$ cat src/rtl/gts_pkg.sv
package gts_pkg;
  typedef enum logic [1:0] {
    RK_PLAIN   = 2'd0,
    RK_WITH_ID = 2'd1,
    RK_REG     = 2'd2,
    RK_RSVD    = 2'd3
  } rd_kind_e;

  typedef enum logic [1:0] {
    MD_SKIP = 2'd0,
    MD_TRAP = 2'd1,
    MD_RAW  = 2'd2,
    MD_ADJ  = 2'd3
  } rd_mode_e;
endpackage

$ cat src/rtl/gts_counter.sv
module gts_counter #(
  parameter int W = 64
) (
  input  logic         clk,
  input  logic         rst_n,
  output logic [W-1:0] cnt_o
);
  logic [W-1:0] cnt_q;

  always_ff @(posedge clk) begin
    if (!rst_n) cnt_q <= '0;
    else        cnt_q <= cnt_q + W'(1);
  end

  assign cnt_o = cnt_q;
endmodule

$ cat src/rtl/gts_offset_reg.sv
module gts_offset_reg #(
  parameter int W = 64
) (
  input  logic         clk,
  input  logic         rst_n,
  input  logic         wr_en,
  input  logic [W-1:0] wr_data,
  output logic [W-1:0] ofs_o
);
  logic [W-1:0] ofs_q;

  always_ff @(posedge clk) begin
    if (!rst_n)     ofs_q <= '0;
    else if (wr_en) ofs_q <= wr_data;
  end

  assign ofs_o = ofs_q;
endmodule

$ cat src/rtl/gts_resolve.sv
module gts_resolve
  import gts_pkg::*;
#(
  parameter int          W          = 64,
  parameter int          SEG_W      = 16,
  parameter int          IDX_W      = 32,
  parameter logic [31:0] TS_REG_IDX = 32'h10
) (
  input  logic             exit_on_read,
  input  logic             apply_offset,
  input  logic [1:0]       kind,
  input  logic [IDX_W-1:0] index,
  input  logic [W-1:0]     cnt,
  input  logic [W-1:0]     ofs,
  output logic             trap_o,
  output logic             unhandled_o,
  output logic [W-1:0]     value_o
);
  localparam int NSEG = W / SEG_W;

  rd_kind_e     kind_e;
  rd_mode_e     mode;
  logic         handled;
  logic [W-1:0] sum;
  logic [NSEG-1:0] carry;

  assign kind_e = rd_kind_e'(kind);

  always_comb begin
    unique case (kind_e)
      RK_PLAIN, RK_WITH_ID: handled = 1'b1;
      RK_REG:               handled = (index == IDX_W'(TS_REG_IDX));
      default:              handled = 1'b0;
    endcase
  end

  always_comb begin
    if (!handled)          mode = MD_SKIP;
    else if (exit_on_read) mode = MD_TRAP;
    else if (apply_offset) mode = MD_ADJ;
    else                   mode = MD_RAW;
  end

  assign carry[0] = 1'b0;

  for (genvar g = 0; g < NSEG; g++) begin : g_seg
    if (g < NSEG - 1) begin : g_mid
      assign {carry[g+1], sum[g*SEG_W +: SEG_W]} =
        {1'b0, cnt[g*SEG_W +: SEG_W]} + {1'b0, ofs[g*SEG_W +: SEG_W]} +
        {{SEG_W{1'b0}}, carry[g]};
    end else begin : g_top
      assign sum[g*SEG_W +: SEG_W] =
        cnt[g*SEG_W +: SEG_W] + ofs[g*SEG_W +: SEG_W] +
        {{(SEG_W-1){1'b0}}, carry[g]};
    end
  end

  always_comb begin
    trap_o      = 1'b0;
    unhandled_o = 1'b0;
    value_o     = '0;
    unique case (mode)
      MD_SKIP: unhandled_o = 1'b1;
      MD_TRAP: trap_o      = 1'b1;
      MD_RAW:  value_o     = cnt;
      MD_ADJ:  value_o     = sum;
      default: value_o     = '0;
    endcase
  end
endmodule

$ cat src/rtl/gts_rsp_stage.sv
module gts_rsp_stage #(
  parameter int WORD_W = 32
) (
  input  logic                clk,
  input  logic                rst_n,
  input  logic                in_fire,
  output logic                in_ready,
  input  logic                in_trap,
  input  logic                in_unhandled,
  input  logic [2*WORD_W-1:0] in_value,
  output logic                out_valid,
  input  logic                out_ready,
  output logic                out_trap,
  output logic                out_unhandled,
  output logic [WORD_W-1:0]   out_hi,
  output logic [WORD_W-1:0]   out_lo
);
  logic                valid_q;
  logic                trap_q;
  logic                unh_q;
  logic [2*WORD_W-1:0] value_q;

  assign in_ready = !valid_q || out_ready;

  always_ff @(posedge clk) begin
    if (!rst_n) begin
      valid_q <= 1'b0;
      trap_q  <= 1'b0;
      unh_q   <= 1'b0;
      value_q <= '0;
    end else if (in_ready) begin
      valid_q <= in_fire;
      if (in_fire) begin
        trap_q  <= in_trap;
        unh_q   <= in_unhandled;
        value_q <= in_value;
      end
    end
  end

  assign out_valid     = valid_q;
  assign out_trap      = trap_q;
  assign out_unhandled = unh_q;
  assign out_hi        = value_q[2*WORD_W-1:WORD_W];
  assign out_lo        = value_q[WORD_W-1:0];
endmodule

$ cat src/rtl/gts_offset_unit.sv
module gts_offset_unit #(
  parameter int          WORD_W     = 32,
  parameter int          SEG_W      = 16,
  parameter int          IDX_W      = 32,
  parameter logic [31:0] TS_REG_IDX = 32'h10
) (
  input  logic                clk,
  input  logic                rst_n,
  input  logic                ctl_exit_on_read,
  input  logic                ctl_apply_offset,
  input  logic                ofs_wr_en,
  input  logic [2*WORD_W-1:0] ofs_wr_data,
  input  logic                req_valid,
  output logic                req_ready,
  input  logic [1:0]          req_kind,
  input  logic [IDX_W-1:0]    req_index,
  output logic                rsp_valid,
  input  logic                rsp_ready,
  output logic                rsp_trap,
  output logic                rsp_unhandled,
  output logic [WORD_W-1:0]   rsp_hi,
  output logic [WORD_W-1:0]   rsp_lo
);
  localparam int TS_W = 2 * WORD_W;

  logic [TS_W-1:0] cnt_q;
  logic [TS_W-1:0] ofs_q;
  logic            res_trap;
  logic            res_unh;
  logic [TS_W-1:0] res_value;
  logic            fire;

  gts_counter #(.W(TS_W)) u_cnt (
    .clk   (clk),
    .rst_n (rst_n),
    .cnt_o (cnt_q)
  );

  gts_offset_reg #(.W(TS_W)) u_ofs (
    .clk     (clk),
    .rst_n   (rst_n),
    .wr_en   (ofs_wr_en),
    .wr_data (ofs_wr_data),
    .ofs_o   (ofs_q)
  );

  gts_resolve #(
    .W          (TS_W),
    .SEG_W      (SEG_W),
    .IDX_W      (IDX_W),
    .TS_REG_IDX (TS_REG_IDX)
  ) u_res (
    .exit_on_read (ctl_exit_on_read),
    .apply_offset (ctl_apply_offset),
    .kind         (req_kind),
    .index        (req_index),
    .cnt          (cnt_q),
    .ofs          (ofs_q),
    .trap_o       (res_trap),
    .unhandled_o  (res_unh),
    .value_o      (res_value)
  );

  assign fire = req_valid && req_ready;

  gts_rsp_stage #(.WORD_W(WORD_W)) u_rsp (
    .clk           (clk),
    .rst_n         (rst_n),
    .in_fire       (fire),
    .in_ready      (req_ready),
    .in_trap       (res_trap),
    .in_unhandled  (res_unh),
    .in_value      (res_value),
    .out_valid     (rsp_valid),
    .out_ready     (rsp_ready),
    .out_trap      (rsp_trap),
    .out_unhandled (rsp_unhandled),
    .out_hi        (rsp_hi),
    .out_lo        (rsp_lo)
  );
endmodule

$ cat config.mk
export PLATFORM = sky130hd
export DESIGN_NAME = gts_offset_unit
export DESIGN_NICKNAME = d
export VERILOG_FILES = /design/src/rtl/gts_pkg.sv /design/src/rtl/gts_counter.sv /design/src/rtl/gts_offset_reg.sv /design/src/rtl/gts_resolve.sv /design/src/rtl/gts_rsp_stage.sv /design/src/rtl/gts_offset_unit.sv
export SDC_FILE = /design/constraint.sdc
export NUM_CORES = 1
export LEC_CHECK = 0
export BUFFER_PORTS_ARGS = -buffer_cell sky130_fd_sc_hd__clkbuf_2
export CORE_AREA = 3 3 137 139
export DETAILED_ROUTE_END_ITERATION = 10
export DIE_AREA = 0 0 140 142
export HOLD_SLACK_MARGIN = 0.15
export PLACE_DENSITY = 0.85
export SYNTH_ARGS = -nofsm -noshare
export SYNTH_HDL_FRONTEND = slang
export SYNTH_SLANG_ARGS = --single-unit
$ cat constraint.sdc
create_clock -name clk -period 14.9 [get_ports clk]
set_input_delay 0.745 -clock clk [delete_from_list [all_inputs] [get_ports clk]]
set_output_delay 0.745 -clock clk [all_outputs]
set_load 0.02 [all_outputs]
# After elaboration in Yosys (flattened, before gate mapping)
# Index checks and enable logic that the tools add are counted.
# word_totals
wordCells	34
register_bits	195
in_bits	105
output_inout_bits	68
# classes
add_sub_neg	8
n_mux	7
n_eq_ne	6
reduce_logical	7
# ops
op	count
64-bit one-hot mux with 2 select lines	1
64-bit by 1-bit adder with 64-bit output (second input constant)	1
16-bit by 16-bit adder with 17-bit output	3
17-bit by 1-bit adder with 17-bit output	2
32-bit by 5-bit == test with 1-bit output (second input constant)	1
16-bit by 1-bit adder with 16-bit output	1
16-bit adder	1
2-bit == test (second input constant)	3
2-bit by 1-bit == test with 1-bit output (second input constant)	2
2-bit zero test	2
2-bit 2-to-1 mux	2
1-bit 2-to-1 mux	3
1-bit one-hot mux with 2 select lines	1
2-bit AND reduction	1
2-bit OR reduction	1
1-bit logical AND	1
1-bit zero test	1
1-bit logical OR	1

# Longest topological paths before layout
# Gate-level depths: netlist (run 1).
# depth
depth_word	6
ltp_mapped	45
depth_no_buf	45

# By module
# From an unflattened synthesis (run 1), not the netlist that was laid out.
# unflattened
cells_unflattened	1416
hier_area_um2	12039.0
# by_module_without_submodules
mod	area_each_um2	cells_each	seq_area_each_um2	n_inst
gts_resolve	4027.6	576	0.0	1
gts_counter	2894.0	341	1281.2	1
gts_rsp_stage	2660.1	292	1341.3	1
gts_offset_reg	2451.1	206	1281.2	1
gts_offset_unit	6.3	1	0.0	1

# Worst setup path before layout (run 1)
# No wires, ideal clock.
# synth_timing
kind	register to register
start	register u_cnt.cnt_q[0], in the netlist u_cnt.cnt_o[0]
end	register u_rsp.value_q[62]
setup_time_ns	0.123
stages_incl_launch_ff	46
arrival_ns	8.514
n_path_buf	0
slack_ns	6.263
cell_sequence	dfxtp_1 > ha_1 > inv_1 > fa_1 > nor2b_1 > o21ai_0 > a21boi_0 > o211ai_1 > a21oi_1 > o31ai_1 > o21ai_0 > nand3_1 > nand2_1 > fa_1 > fa_1 > a21o_1 > a21oi_1 > o21bai_1 > (+10 left out) > o211ai_1 > a21boi_0 > o31ai_1 > o21ai_0 > nand3_1 > nand2_1 > fa_1 > inv_1 > fa_1 > nor2b_1 > o31a_1 > o211ai_1 > a21oi_1 > nor4b_1 > o31ai_1 > xor2_1 > a221oi_1 > nor2_1
# synth_via
elab_chain_len	5
# synth_lines
item	line_no	source
start: declaration	gts_counter.sv:8	logic [W-1:0] cnt_q;
start signal: assignment	gts_counter.sv:12	else cnt_q <= cnt_q + W'(1);
16-bit by 16-bit adder with 17-bit output	gts_resolve.sv:49	{1'b0, cnt[g*SEG_W +: SEG_W]} + {1'b0, ofs[g*SEG_W +: SEG_W]} +
17-bit by 1-bit adder with 17-bit output (2 in a row)	gts_resolve.sv:49	
16-bit by 1-bit adder with 16-bit output	gts_resolve.sv:53	cnt[g*SEG_W +: SEG_W] + ofs[g*SEG_W +: SEG_W] +
64-bit one-hot mux with 2 select lines	gts_resolve.sv:62	unique case (mode)
end signal: assignment	gts_rsp_stage.sv:36	value_q <= in_value;
end: declaration	gts_rsp_stage.sv:21	logic [2*WORD_W-1:0] value_q;
# No other way between the ends.
# A chain may end at the register's enable or synchronous reset.

# Worst setup path in the final report (run 1)
# Ends and elaborated chain as after synthesis.

==> results of run 1 <==
[sequential cells by signal, indices dropped and copies added (netlist names)]
register,flops
u_ofs.ofs_o,64
u_rsp.out_trap,1
u_cnt.cnt_o,64
u_rsp.value_q,64
u_rsp.out_valid,1
u_rsp.out_unhandled,1
[worst paths after layout]
check	endpoint	cells past startpoint	slack (ns)
max	u_rsp.value_q[62]$_SDFFE_PN0P_	45	4.73
min	u_rsp.value_q[11]$_SDFFE_PN0P_	2	0.46
max reg2reg	u_rsp.value_q[62]$_SDFFE_PN0P_	45	4.73
min reg2reg	u_rsp.value_q[11]$_SDFFE_PN0P_	2	0.46
[metrics by stage]
stage                     hold slack (ns)  instance area (sq um)  utilization [%]  power [uW]
after floorplan                    0.4620                  10840                -       624.8
after global placement             0.4361                  11840            66.57       658.8
after detailed placement           0.4477                  11840            66.57       661.8
after CTS                          0.4636                  12450            70.05        1136
after global routing               0.4947                  12450            70.05        1169
final                              0.4573                  12460            70.06        1134
[final cells by class]
class                           count  share of cell area [%]
Clock buffer                       20                   3.747
Timing Repair Buffer              179                   7.372
Multi-Input combinational cell    952                   53.22
Tap cell                          229                   2.300
Clock inverter                     12                   1.215
Antenna cell                        1                 0.02009
Sequential cell                   195                   31.34
Inverter                           26                  0.7835
[logic make-up after synthesis]
group | Yosys count | synth area share, %
AOI/OAI and AO/OA | 236 | 13.47
xor gates and xnor gates | 95 | 7.677
adders and majority gates | 68 | 8.335
buffers and inverters | 81 | 2.851
DFF | 195 | 36.02
muxes | 94 | 8.786
and+or+nand+nor | 459 | 22.86
[worst max-delay path: cells and delay by family, from the launching register on]
family	cells	cell delay [ns]
AO/OA/AOI/OAI	25	6.03
AND/OR/NAND/NOR	9	1.07
buffers and inverters	2	0.16
flip-flops	1	0.37
XOR/XNOR	1	0.16
adder cells (fa/ha/maj)	8	2.25
[power by group through the flow]
| stage | clock network (uW) | logic [uW] | registers (uW) |
|---|---|---|---|
| CTS | 485 | 107 | 544 |
| finish | 483 | 107 | 544 |
| global route | 506 | 118 | 545 |
| floorplan | 0 | 69.5 | 555 |
| detailed placement | 0 | 106 | 556 |
| global placement | 0 | 103 | 555 |
[synth_stat cells (all sizes together) (9+ instances only)]
| master | instances | area, sq um |
|---|---|---|
| a21boi | 18 | 135.1 |
| a21oi | 70 | 350.3 |
| a22oi | 18 | 135.1 |
| and2 | 58 | 362.8 |
| and3 | 13 | 81.33 |
| clkbuf | 48 | 180.2 |
| dfxtp | 195 | 3904 |
| ha | 61 | 763.2 |
| inv | 25 | 93.84 |
| mux2 | 9 | 101.4 |
| mux2i | 85 | 850.8 |
| nand2 | 99 | 371.6 |
| nand2b | 9 | 56.30 |
| nand3 | 35 | 175.2 |
| nand4 | 18 | 127.6 |
| nor2 | 45 | 168.9 |
| nor2b | 106 | 663.1 |
| nor3 | 36 | 180.2 |
| nor4 | 9 | 71.32 |
| o21ai | 69 | 345.3 |
| or3 | 17 | 106.4 |
| xnor2 | 70 | 613.1 |
| xor2 | 25 | 219.0 |
[cells in the final DEF (no fill, tap or decap), types with 44 or more instances in the layout]
| cell type | count |
|---|---|
| dfxtp_1 | 195 |
| mux2i_1 | 85 |
| o21ai_0 | 69 |
| clkbuf_2 | 170 |
| xnor2_1 | 70 |
| ha_1 | 61 |
| nor2_1 | 44 |
| and2_1 | 58 |
| nor2b_1 | 106 |
| nand2_1 | 98 |
| a21oi_1 | 70 |
[layer usage]
metal | up-vias | GRT usage, %
li1 | 4610 | -
met1 | 4355 | 33.89
met2 | 304 | 46.34
met3 | 55 | 6.586
met4 | 0 | 9.077
met5 | - | 0
==> flow_metrics.env, run 1 <==
export IMPL_min_delay_start="u_rsp.value_q[11]$_SDFFE_PN0P_"
export IMPL_initial_core_util_pct=60.96
export IMPL_synth_edff_count=0
export IMPL_cts_buffers=17
export IMPL_p_switching_uw=274.1
export IMPL_io_pins=173
export IMPL_p_comb_share_pct=9.4
export IMPL_synth_ff_type="dfxtp_1"
export IMPL_grt_pass1_wl_microns=44440
export IMPL_synth_seq_area_share_pct=36.02
export IMPL_worstSetupPathType="flop to flop"
export IMPL_max_freq_ghz=0.09832
export IMPL_die_w_microns=140
export IMPL_setup_tns_ns=0
export IMPL_crit_slowest_cell="a2111o_1"
export IMPL_setup_ws_ns=4.730
export IMPL_internal_power_uw=859.7
export IMPL_totalWireLength_microns=27160
export IMPL_setup_violations=0
export IMPL_initialDrtViolationCount=556
export IMPL_nFillCells=1409
export IMPL_clock_sinks=195
export IMPL_cts_hold_buf=0
export IMPL_rsz0062_at_grt="no"
export IMPL_fin_crit_sh_pct=68.26
export IMPL_vias=9324
export IMPL_first_pass_iters=7
export IMPL_pwr_share_clk_pct=42.6
export IMPL_path_clk_slew_ns=0.07
export IMPL_cts_resized=0
export IMPL_met1_length_microns=11750
export IMPL_hold_viol=0
export IMPL_antenna_found_initial=0
export IMPL_finClkSkew_ns=0.01219
export IMPL_ant_nets=0
export IMPL_seqCellArea_sq_um=3904
export IMPL_topRoutingLayerUsed="met4"
export IMPL_r2r_start="u_cnt.cnt_o[0]$_SDFF_PN0_"
export IMPL_grt_overflow_total=0
export IMPL_async_flop_share_pct=0
export IMPL_grt_pass1_vias=9120
export IMPL_gp_congestion=0.9202
export IMPL_ys_warn_count=0
export IMPL_startpoint="u_cnt.cnt_o[0]$_SDFF_PN0_"
export IMPL_syn_num_nets=1401
export IMPL_drc=0
export IMPL_hpwlAfterDp_microns=19060
export IMPL_crit_path_end_kind="flop"
export IMPL_cts_max_level=4
export IMPL_cap_violations=0
export IMPL_place_ws_ns=5.197
export IMPL_power_leakage_uw=0.005451
export IMPL_layout_drive_gt1_share_pct=16.91
export IMPL_syn_inst=1228
export IMPL_insertion_delay_ns=0.44
export IMPL_core_area_sq_um=17780
export IMPL_ir_worst_vdd_v=0.00008496
export IMPL_status="complete, no violations"
export IMPL_clk_path_buf_depth=2
export IMPL_report_final_slew_viol_count=0
export IMPL_p_per_area_nw_per_um2=91.02
export IMPL_netlist_area_sq_um=10840
export IMPL_cts_tree="done"
export IMPL_vias_per_cell=5.777
export IMPL_slew_headroom_pct=21.94
export IMPL_ys_ff_latch=195
export IMPL_switching_share_pct=24.17
export IMPL_rows=49
export IMPL_hold_class="flop to flop"
export IMPL_tightest_slew_ns=1.168
export IMPL_syn2layout_area_growth_pct=14.94
export IMPL_die_area_sq_um=19880
export IMPL_period_minus_slack_ns=10.17
export IMPL_dr_wl_met2_microns=13000
export IMPL_start_kind="flop"
export IMPL_postCtsSetupBuffers=0
export IMPL_die_y_microns=142
export IMPL_dr_wl_met3_microns=1847
export IMPL_clockRootBuffer="clkbuf_16"
export IMPL_path_max_fanout=6
export IMPL_dp_cells=1581
export IMPL_multi_input_area_sq_um=6630
export IMPL_nets=1544
export IMPL_ys_types=60
export IMPL_stdcell_count=1614
export IMPL_io_buffers=172
export IMPL_avgSynthCellArea_sq_um=8.826
export IMPL_arrival_ns=10.49
export IMPL_grt_max_degree=94
export IMPL_crit_path_max_incr_delay_ns=0.44
export IMPL_grtUsageTotal_pct=27.12
export IMPL_avgRoutedWirePerCell_microns=16.83
export IMPL_path_common_cell="fa_1"
export IMPL_cp_required_ns=15.22
export IMPL_seqPwrFrac_pct=48.0
Note: power is estimated with default switching activity, not from simulation.
==> run 2: changes to the inputs <==
- ABC_AREA: not set -> 1
- CORE_AREA: 3 3 137 139 -> 3 3 158 160
- DIE_AREA: 0 0 140 142 -> 0 0 161 163
- PLACE_DENSITY: 0.85 -> 0.77
- clock period: 14.9 -> 8.31 ns (I/O delays scaled with it)
==> run 2 against run 1 <==
  * Cell area increased by 14%
  * Via count rose by 42%
  * First-iteration DRC count increased by 100%
  * Sequential power up 81%
  * Worst hold slack worse by 0.27 ns
  * Critical endpoint is now u_rsp.value_q[56]$_SDFFE_PN0P_
  * Synthesized area rose by 16%
  * Critical path depth decreased by 5
  * Largest power group unchanged
==> flow_metrics.env, run 2 <==
export IMPL_initial_core_util_pct=53.32
export IMPL_crit_slowest_cell="o21ai_0"
export IMPL_post_synth_top_area_cell="dfxtp_1"
export IMPL_report_final_slew_viol_count=0
export IMPL_syn_num_nets=2170
export IMPL_gp_congestion=0.9319
export IMPL_rsz0062_at_grt="no"
export IMPL_status="complete, no violations"
export IMPL_grt_pass1_vias=12380
export IMPL_cap_violations=0
export IMPL_post_route_util_pct=60.23
export IMPL_final_common_cell="nand2_1"
export IMPL_totalWireLength_microns=40680
export IMPL_ys_ff_latch=195
export IMPL_r2r_slack_ns=1.59
export IMPL_slew_headroom_pct=26.43
export IMPL_design_area_sq_um=14180
export IMPL_clockRootBuffer="clkbuf_16"
export IMPL_synth_seq_area_share_pct=31.10
export IMPL_p_total_uw=2039
export IMPL_layout_drive_gt1_share_pct=12.28
export IMPL_antenna_found_initial=0
export IMPL_setup_ws_ns=1.591
export IMPL_io_pins=173
export IMPL_postCtsSetupBuffers=0
export IMPL_vias_per_cell=5.349
export IMPL_pwr_share_clk_pct=40.7
export IMPL_grtUsageTotal_pct=30.66
export IMPL_insertion_delay_ns=0.44
export IMPL_avgSynthCellArea_sq_um=6.286
export IMPL_fin_crit_sh_pct=80.86
export IMPL_crit_path_end_kind="flop"
export IMPL_hpwlAfterDp_microns=30830
export IMPL_hold_viol=0
export IMPL_cts_tree="done"
export IMPL_rr_endpoint="u_rsp.value_q[56]$_SDFFE_PN0P_"
export IMPL_seqPwrFrac_pct=48.3
export IMPL_p_switching_uw=584.4
export IMPL_start_kind="flop"
export IMPL_path_max_fanout=6
export IMPL_ir_worst_vdd_v=0.00009437
export IMPL_initialDrtViolationCount=1112
export IMPL_die_area_sq_um=26240
export IMPL_synth_ff_type="dfxtp_1"
export IMPL_first_pass_iters=5
export IMPL_switching_share_pct=28.66
export IMPL_ys_types=48
export IMPL_r2r_start="u_cnt.cnt_o[0]$_SDFF_PN0_"
export IMPL_ant_nets=0
export IMPL_internal_power_uw=1454
export IMPL_path_clk_slew_ns=0.08
export IMPL_cts_resized=0
export IMPL_core_area_sq_um=23540
export IMPL_tightest_slew_ns=1.104
export IMPL_netlist_area_sq_um=12550
export IMPL_worstSetupPathType="flop to flop"
export IMPL_layout_common_cells="nand2_1 (593), nor2_1 (255), inv_1 (229)"
export IMPL_min_path_cells=3
export IMPL_nets=2309
export IMPL_setup_violations=0
export IMPL_die_w_microns=161
export IMPL_arrival_ns=7.08
export IMPL_synth_edff_count=0
export IMPL_cp_required_ns=8.67
export IMPL_cts_max_level=4
export IMPL_whs_endpoint="u_ofs.ofs_o[50]$_SDFFE_PN0P_"
export IMPL_async_flop_share_pct=0
export IMPL_min_delay_start="ofs_wr_data[50]"
export IMPL_dpl_instance_area_sq_um=13610
export IMPL_hold_class="input pin to flop"
export IMPL_max_freq_ghz=0.1488
export IMPL_grt_overflow_total=0
export IMPL_grt_max_degree=93
export IMPL_p_comb_share_pct=11.0
export IMPL_nFillCells=2363
export IMPL_cts_hold_buf=0
export IMPL_rows=56
export IMPL_place_ws_ns=1.691
export IMPL_reg2reg_depth=40
export IMPL_die_y_microns=163
export IMPL_grt_pass1_wl_microns=64310
export IMPL_avgRoutedWirePerCell_microns=16.48
export IMPL_ys_warn_count=0
export IMPL_syn2layout_area_growth_pct=12.96
export IMPL_clk_path_buf_depth=2
export IMPL_power_leakage_uw=0.006502
export IMPL_vias=13200
export IMPL_synth_top_cells_by_count="nand2_1 (594), nor2_1 (255), inv_1 (231)"
export IMPL_finClkSkew_ns=0.01162
export IMPL_synth_most_common_cell="nand2_1"
export IMPL_syn_inst=1997
export IMPL_drc=0
export IMPL_period_minus_slack_ns=6.719
export IMPL_cts_buffers=17
export IMPL_path_common_cell="nand2_1"
export IMPL_p_per_area_nw_per_um2=143.8
export IMPL_synth_top_area_share_pct=31.10
export IMPL_setup_tns_ns=0
export IMPL_diodes=0
export IMPL_io_buffers=172
export IMPL_synth_area_leaders="dfxtp_1 (31%), nand2_1 (18%), nor2_1 (7.6%), inv_1 (6.9%), ha_1 (6.1%)"
export IMPL_crit_path_max_incr_delay_ns=0.51
export IMPL_clock_sinks=195
-- run 2: cell types whose count changed in the layout (fill, tap and decap cells not counted), sizes merged, moves of 42 or more --
cell | before | now
mux2i | 85 | 0
nand3 | 35 | 77
nor2b | 106 | 0
a21oi | 70 | 142
inv | 28 | 243
and2 | 58 | 4
o21ai | 69 | 152
nor2 | 45 | 268
nand2 | 99 | 604
xnor2 | 70 | 18
-- run 2: worst max-delay path by stage --
| stage | cells after the start | endpoint | start | slack, ns |
|---|---|---|---|---|
| floorplan | 39 | u_rsp.value_q[62]$_SDFFE_PN0P_ | u_cnt.cnt_o[0]$_SDFF_PN0_ | 2.77 |
| global placement | 39 | u_rsp.value_q[62]$_SDFFE_PN0P_ | u_cnt.cnt_o[0]$_SDFF_PN0_ | 1.87 |
| detailed placement | 38 | u_rsp.value_q[58]$_SDFFE_PN0P_ | u_cnt.cnt_o[0]$_SDFF_PN0_ | 1.69 |
| CTS | 40 | u_rsp.value_q[56]$_SDFFE_PN0P_ | u_cnt.cnt_o[0]$_SDFF_PN0_ | 1.66 |
| global route | 40 | u_rsp.value_q[56]$_SDFFE_PN0P_ | u_cnt.cnt_o[0]$_SDFF_PN0_ | 0.86 |
| finish | 40 | u_rsp.value_q[56]$_SDFFE_PN0P_ | u_cnt.cnt_o[0]$_SDFF_PN0_ | 1.59 |
-- run 2: logic make-up after synthesis --
logic type | Yosys count | share of synthesized area, %
compound gates | 320 | 13.12
xor+xnor | 33 | 2.302
fa+ha+maj | 68 | 7.196
buf+inv | 297 | 9.210
flops | 195 | 31.10
simple gates | 1084 | 37.08
-- run 2: layer usage --
| layer | vias to the layer above | global-route usage (%) | part of all wire [%] |
|---|---|---|---|
| li1 | 6685 | - | - |
| met1 | 6025 | 42.88 | 47 |
| met2 | 453 | 49.83 | 45 |
| met3 | 39 | 4.985 | 6.9 |
| met4 | 0 | 7.313 | 1.6 |
| met5 | - | 0 | 0 |
-- run 2: layout make-up --
type	instances	area, sq um	share of cell area [%]
Clock buffer	19	452.9	3.194
Clock inverter	13	113.9	0.8030
Inverter	236	885.9	6.247
Multi-Input combinational cell	1505	7496	52.86
Sequential cell	195	3904	27.53
Tap cell	319	399.1	2.815
Timing Repair Buffer	181	928.4	6.547
-- run 2: worst max-delay path, delay by kind of cell, from the launching register on --
kind,cells,cell delay [ns]
adders and majority gates,8,2.54
buffers and inverters,4,0.35
AOI/OAI and AO/OA,7,1.30
DFF,1,0.45
and+or+nand+nor,21,2.01
-- run 2: through the flow --
stage	cells	hold slack, ns
4_1_cts	2468	0.1844
5_1_grt	2468	0.1929
3_3_place_gp	2436	0.4510
2_1_floorplan	1997	0.4630
6_report	2468	0.1889
3_5_place_dp	2436	0.4543
-- run 2: power by group through the flow --
stage          Clock, uW  Combinational, uW  Sequential (uW)
6_report             829                225              985
5_1_grt              868                252              989
2_1_floorplan          0                137             1010
4_1_cts              839                225              985
3_3_place_gp           0                220             1010
3_5_place_dp           0                224             1010
==> run 3: changes to the inputs <==
- ABC_AREA: 1 -> 0
- CORE_AREA: 3 3 158 160 -> 3 3 149 151
- DIE_AREA: 0 0 161 163 -> 0 0 152 154
- PLACE_DENSITY: 0.77 -> 0.76
- clock period: 8.31 -> 5.71 ns (I/O delays scaled with it)
==> run 3 against run 2 <==
  * The flow now finishes with violations (setup timing)
  * Sequential power up 44%
  * Fmax down 21%
  * Final cell count down 25%
  * Power up 51%
  * Combinational power up 55%
  * Sequential share of layout area down 0.55 points
  * Count of clock-buffer cells in the layout down 2
  * Critical path depth up 5
  * Register-to-register slack worse by 4.4 ns
  * Clock skew up 0.0035 ns
  * Critical endpoint is now u_rsp.value_q[62]$_SDFFE_PN0P_
  * Largest cell class unchanged
==> flow_metrics.env, run 3 (synthesis gave the netlist of run 1 again) <==
export IMPL_status="complete, but fails checks"
export IMPL_violations="setup timing"
export IMPL_place_ws_ns=-2.430
export IMPL_power_leakage_uw=0.006397
export IMPL_p_total_uw=3068
export IMPL_path_common_cell="fa_2"
export IMPL_setup_tns_ns=-44.57
export IMPL_cts_tree="done"
export IMPL_nFillCells=1586
export IMPL_final_common_cell="dfxtp_1"
export IMPL_die_y_microns=154
export IMPL_initial_core_util_pct=51.72
export IMPL_p_per_area_nw_per_um2=211.9
export IMPL_grt_pass1_wl_microns=51270
export IMPL_vias_per_cell=5.524
export IMPL_max_freq_ghz=0.1174
export IMPL_diodes=0
export IMPL_reg2reg_depth=45
export IMPL_topRoutingLayerUsed="met4"
export IMPL_nets=1726
export IMPL_r2r_slack_ns=-2.81
export IMPL_grt_overflow_total=0
export IMPL_die_area_sq_um=23410
export IMPL_cap_violations=0
export IMPL_endpoint="u_rsp.value_q[62]$_SDFFE_PN0P_"
export IMPL_path_clk_slew_ns=0.07
export IMPL_worstSetupPathType="flop to flop"
export IMPL_clock_sinks=195
export IMPL_hold_class="input pin to flop"
export IMPL_design_area_sq_um=14480
export IMPL_rows=53
export IMPL_met1_length_microns=13690
export IMPL_grt_max_degree=119
export IMPL_crit_path_max_incr_delay_ns=0.40
export IMPL_setup_ws_ns=-2.807
export IMPL_cts_max_level=4
export IMPL_antenna_found_initial=0
export IMPL_first_pass_iters=5
export IMPL_layout_common_cells="dfxtp_1 (192), clkbuf_2 (170), buf_4 (122)"
export IMPL_whs_ns=0.1693
export IMPL_r2r_start="u_cnt.cnt_o[0]$_SDFF_PN0_"
export IMPL_cp_required_ns=6.04
export IMPL_insertion_delay_ns=0.44
export IMPL_crit_slowest_cell="a2111o_1"
export IMPL_ant_nets=0
export IMPL_io_pins=173
export IMPL_startpoint="u_cnt.cnt_o[0]$_SDFF_PN0_"
export IMPL_report_final_slew_viol_count=0
export IMPL_grtUsageTotal_pct=26.47
export IMPL_period_minus_slack_ns=8.517
export IMPL_fin_crit_sh_pct=149.2
export IMPL_setup_violations=32
export IMPL_core_area_sq_um=20960
export IMPL_syn2layout_area_growth_pct=33.62
export IMPL_dr_wl_met2_microns=15380
export IMPL_initialDrtViolationCount=653
export IMPL_grt_pass1_vias=10240
export IMPL_totalWireLength_microns=31580
export IMPL_clockRootBuffer="clkbuf_16"
export IMPL_crit_path_end_kind="flop"
export IMPL_finClkSkew_ns=0.01514
export IMPL_die_w_microns=152
export IMPL_hold_viol=0
export IMPL_hpwlAfterDp_microns=20070
export IMPL_tightest_slew_ns=1.154
export IMPL_vias=10170
export IMPL_clk_path_buf_depth=2
export IMPL_arrival_ns=8.84
export IMPL_avgRoutedWirePerCell_microns=17.15
export IMPL_dpl_instance_area_sq_um=12610
export IMPL_path_max_fanout=2
export IMPL_gp_congestion=0.8722
export IMPL_start_kind="flop"
export IMPL_ir_worst_vdd_v=0.0001939
export IMPL_dr_wl_met3_microns=1724
export IMPL_rsz0062_at_grt="yes"
export IMPL_io_buffers=172
export IMPL_drc=0
export IMPL_rr_endpoint="u_rsp.value_q[62]$_SDFFE_PN0P_"
export IMPL_slew_headroom_pct=23.10
export IMPL_layout_drive_gt1_share_pct=27.08
export IMPL_cts_buffers=17
==> run 3: changes by cell type in the layout (fill, tap and decap cells not counted), moves of 84 or more <==
cell,delta
buf_4,+113
inv_1,-206
mux2i_1,+84
nand2_1,-496
nor2_1,-212
nor2b_1,+103
o21ai_0,-86
==> run 3: metrics by stage <==
| step | instances | utilization [%] |
|---|---|---|
| 3_3_place_gp | 1705 | 60.20 |
| 2_1_floorplan | 1228 | - |
| 6_report | 1841 | 69.11 |
| 4_1_cts | 1868 | 69.14 |
| 5_1_grt | 1841 | 69.11 |
| 3_5_place_dp | 1705 | 60.20 |
==> run 3: power breakdown <==
part,switching (uW),internal [uW]
combinational,178,170
sequential,24.9,1390
clock,562,739
total,765,2300
==> run 3: layer usage <==
metal,up-vias,GRT usage (%)
met5,-,0
met4,0,10.23
met2,296,45.36
met1,4837,33.35
met3,63,4.588
li1,4974,-
==> run 3: area by class of cell <==
cell class	instances	area [sq um]	share of cell area [%]
multi-input combinational	952	7036	48.58
inverter	26	97.59	0.6739
clock inverter	15	207.7	1.434
timing repair buffer	361	2464	17.01
tap	275	344.1	2.376
clock buffer	17	425.4	2.938
sequential	195	3908	26.98
==> run 3: critical path, delay by kind of cell (launching register included) <==
kind	cells	cell delay, ns
XOR/XNOR	1	0.15
buffers and inverters	2	0.13
flip-flops	1	0.34
AND/OR/NAND/NOR	9	0.87
adder cells (fa/ha/maj)	8	2.08
AO/OA/AOI/OAI	25	4.81
==> run 3: worst min-delay path by stage <==
stage / from / to / slack [ns] / cells past startpoint
after floorplan: req_valid / u_rsp.out_valid$_SDFFE_PN0N_ / 0.42 / 2
after global placement: u_rsp.value_q[56]$_SDFFE_PN0P_ / u_rsp.value_q[56]$_SDFFE_PN0P_ / 0.44 / 2
after detailed placement: u_rsp.value_q[21]$_SDFFE_PN0P_ / u_rsp.value_q[21]$_SDFFE_PN0P_ / 0.45 / 2
after CTS: ofs_wr_data[0] / u_ofs.ofs_o[0]$_SDFFE_PN0P_ / 0.16 / 3
after global routing: ctl_exit_on_read / u_rsp.out_trap$_SDFFE_PN0P_ / 0.17 / 3
final: ofs_wr_data[0] / u_ofs.ofs_o[0]$_SDFFE_PN0P_ / 0.17 / 3
==> run 3: what timing repair did <==
item,CTS,global route
setup buffers,67,13
gates resized for setup,29,41
endpoints found under the hold margin,64,0
pin swaps,18,30
cloned,0,0
setup endpoints to repair,29,33
hold buffers,64,0
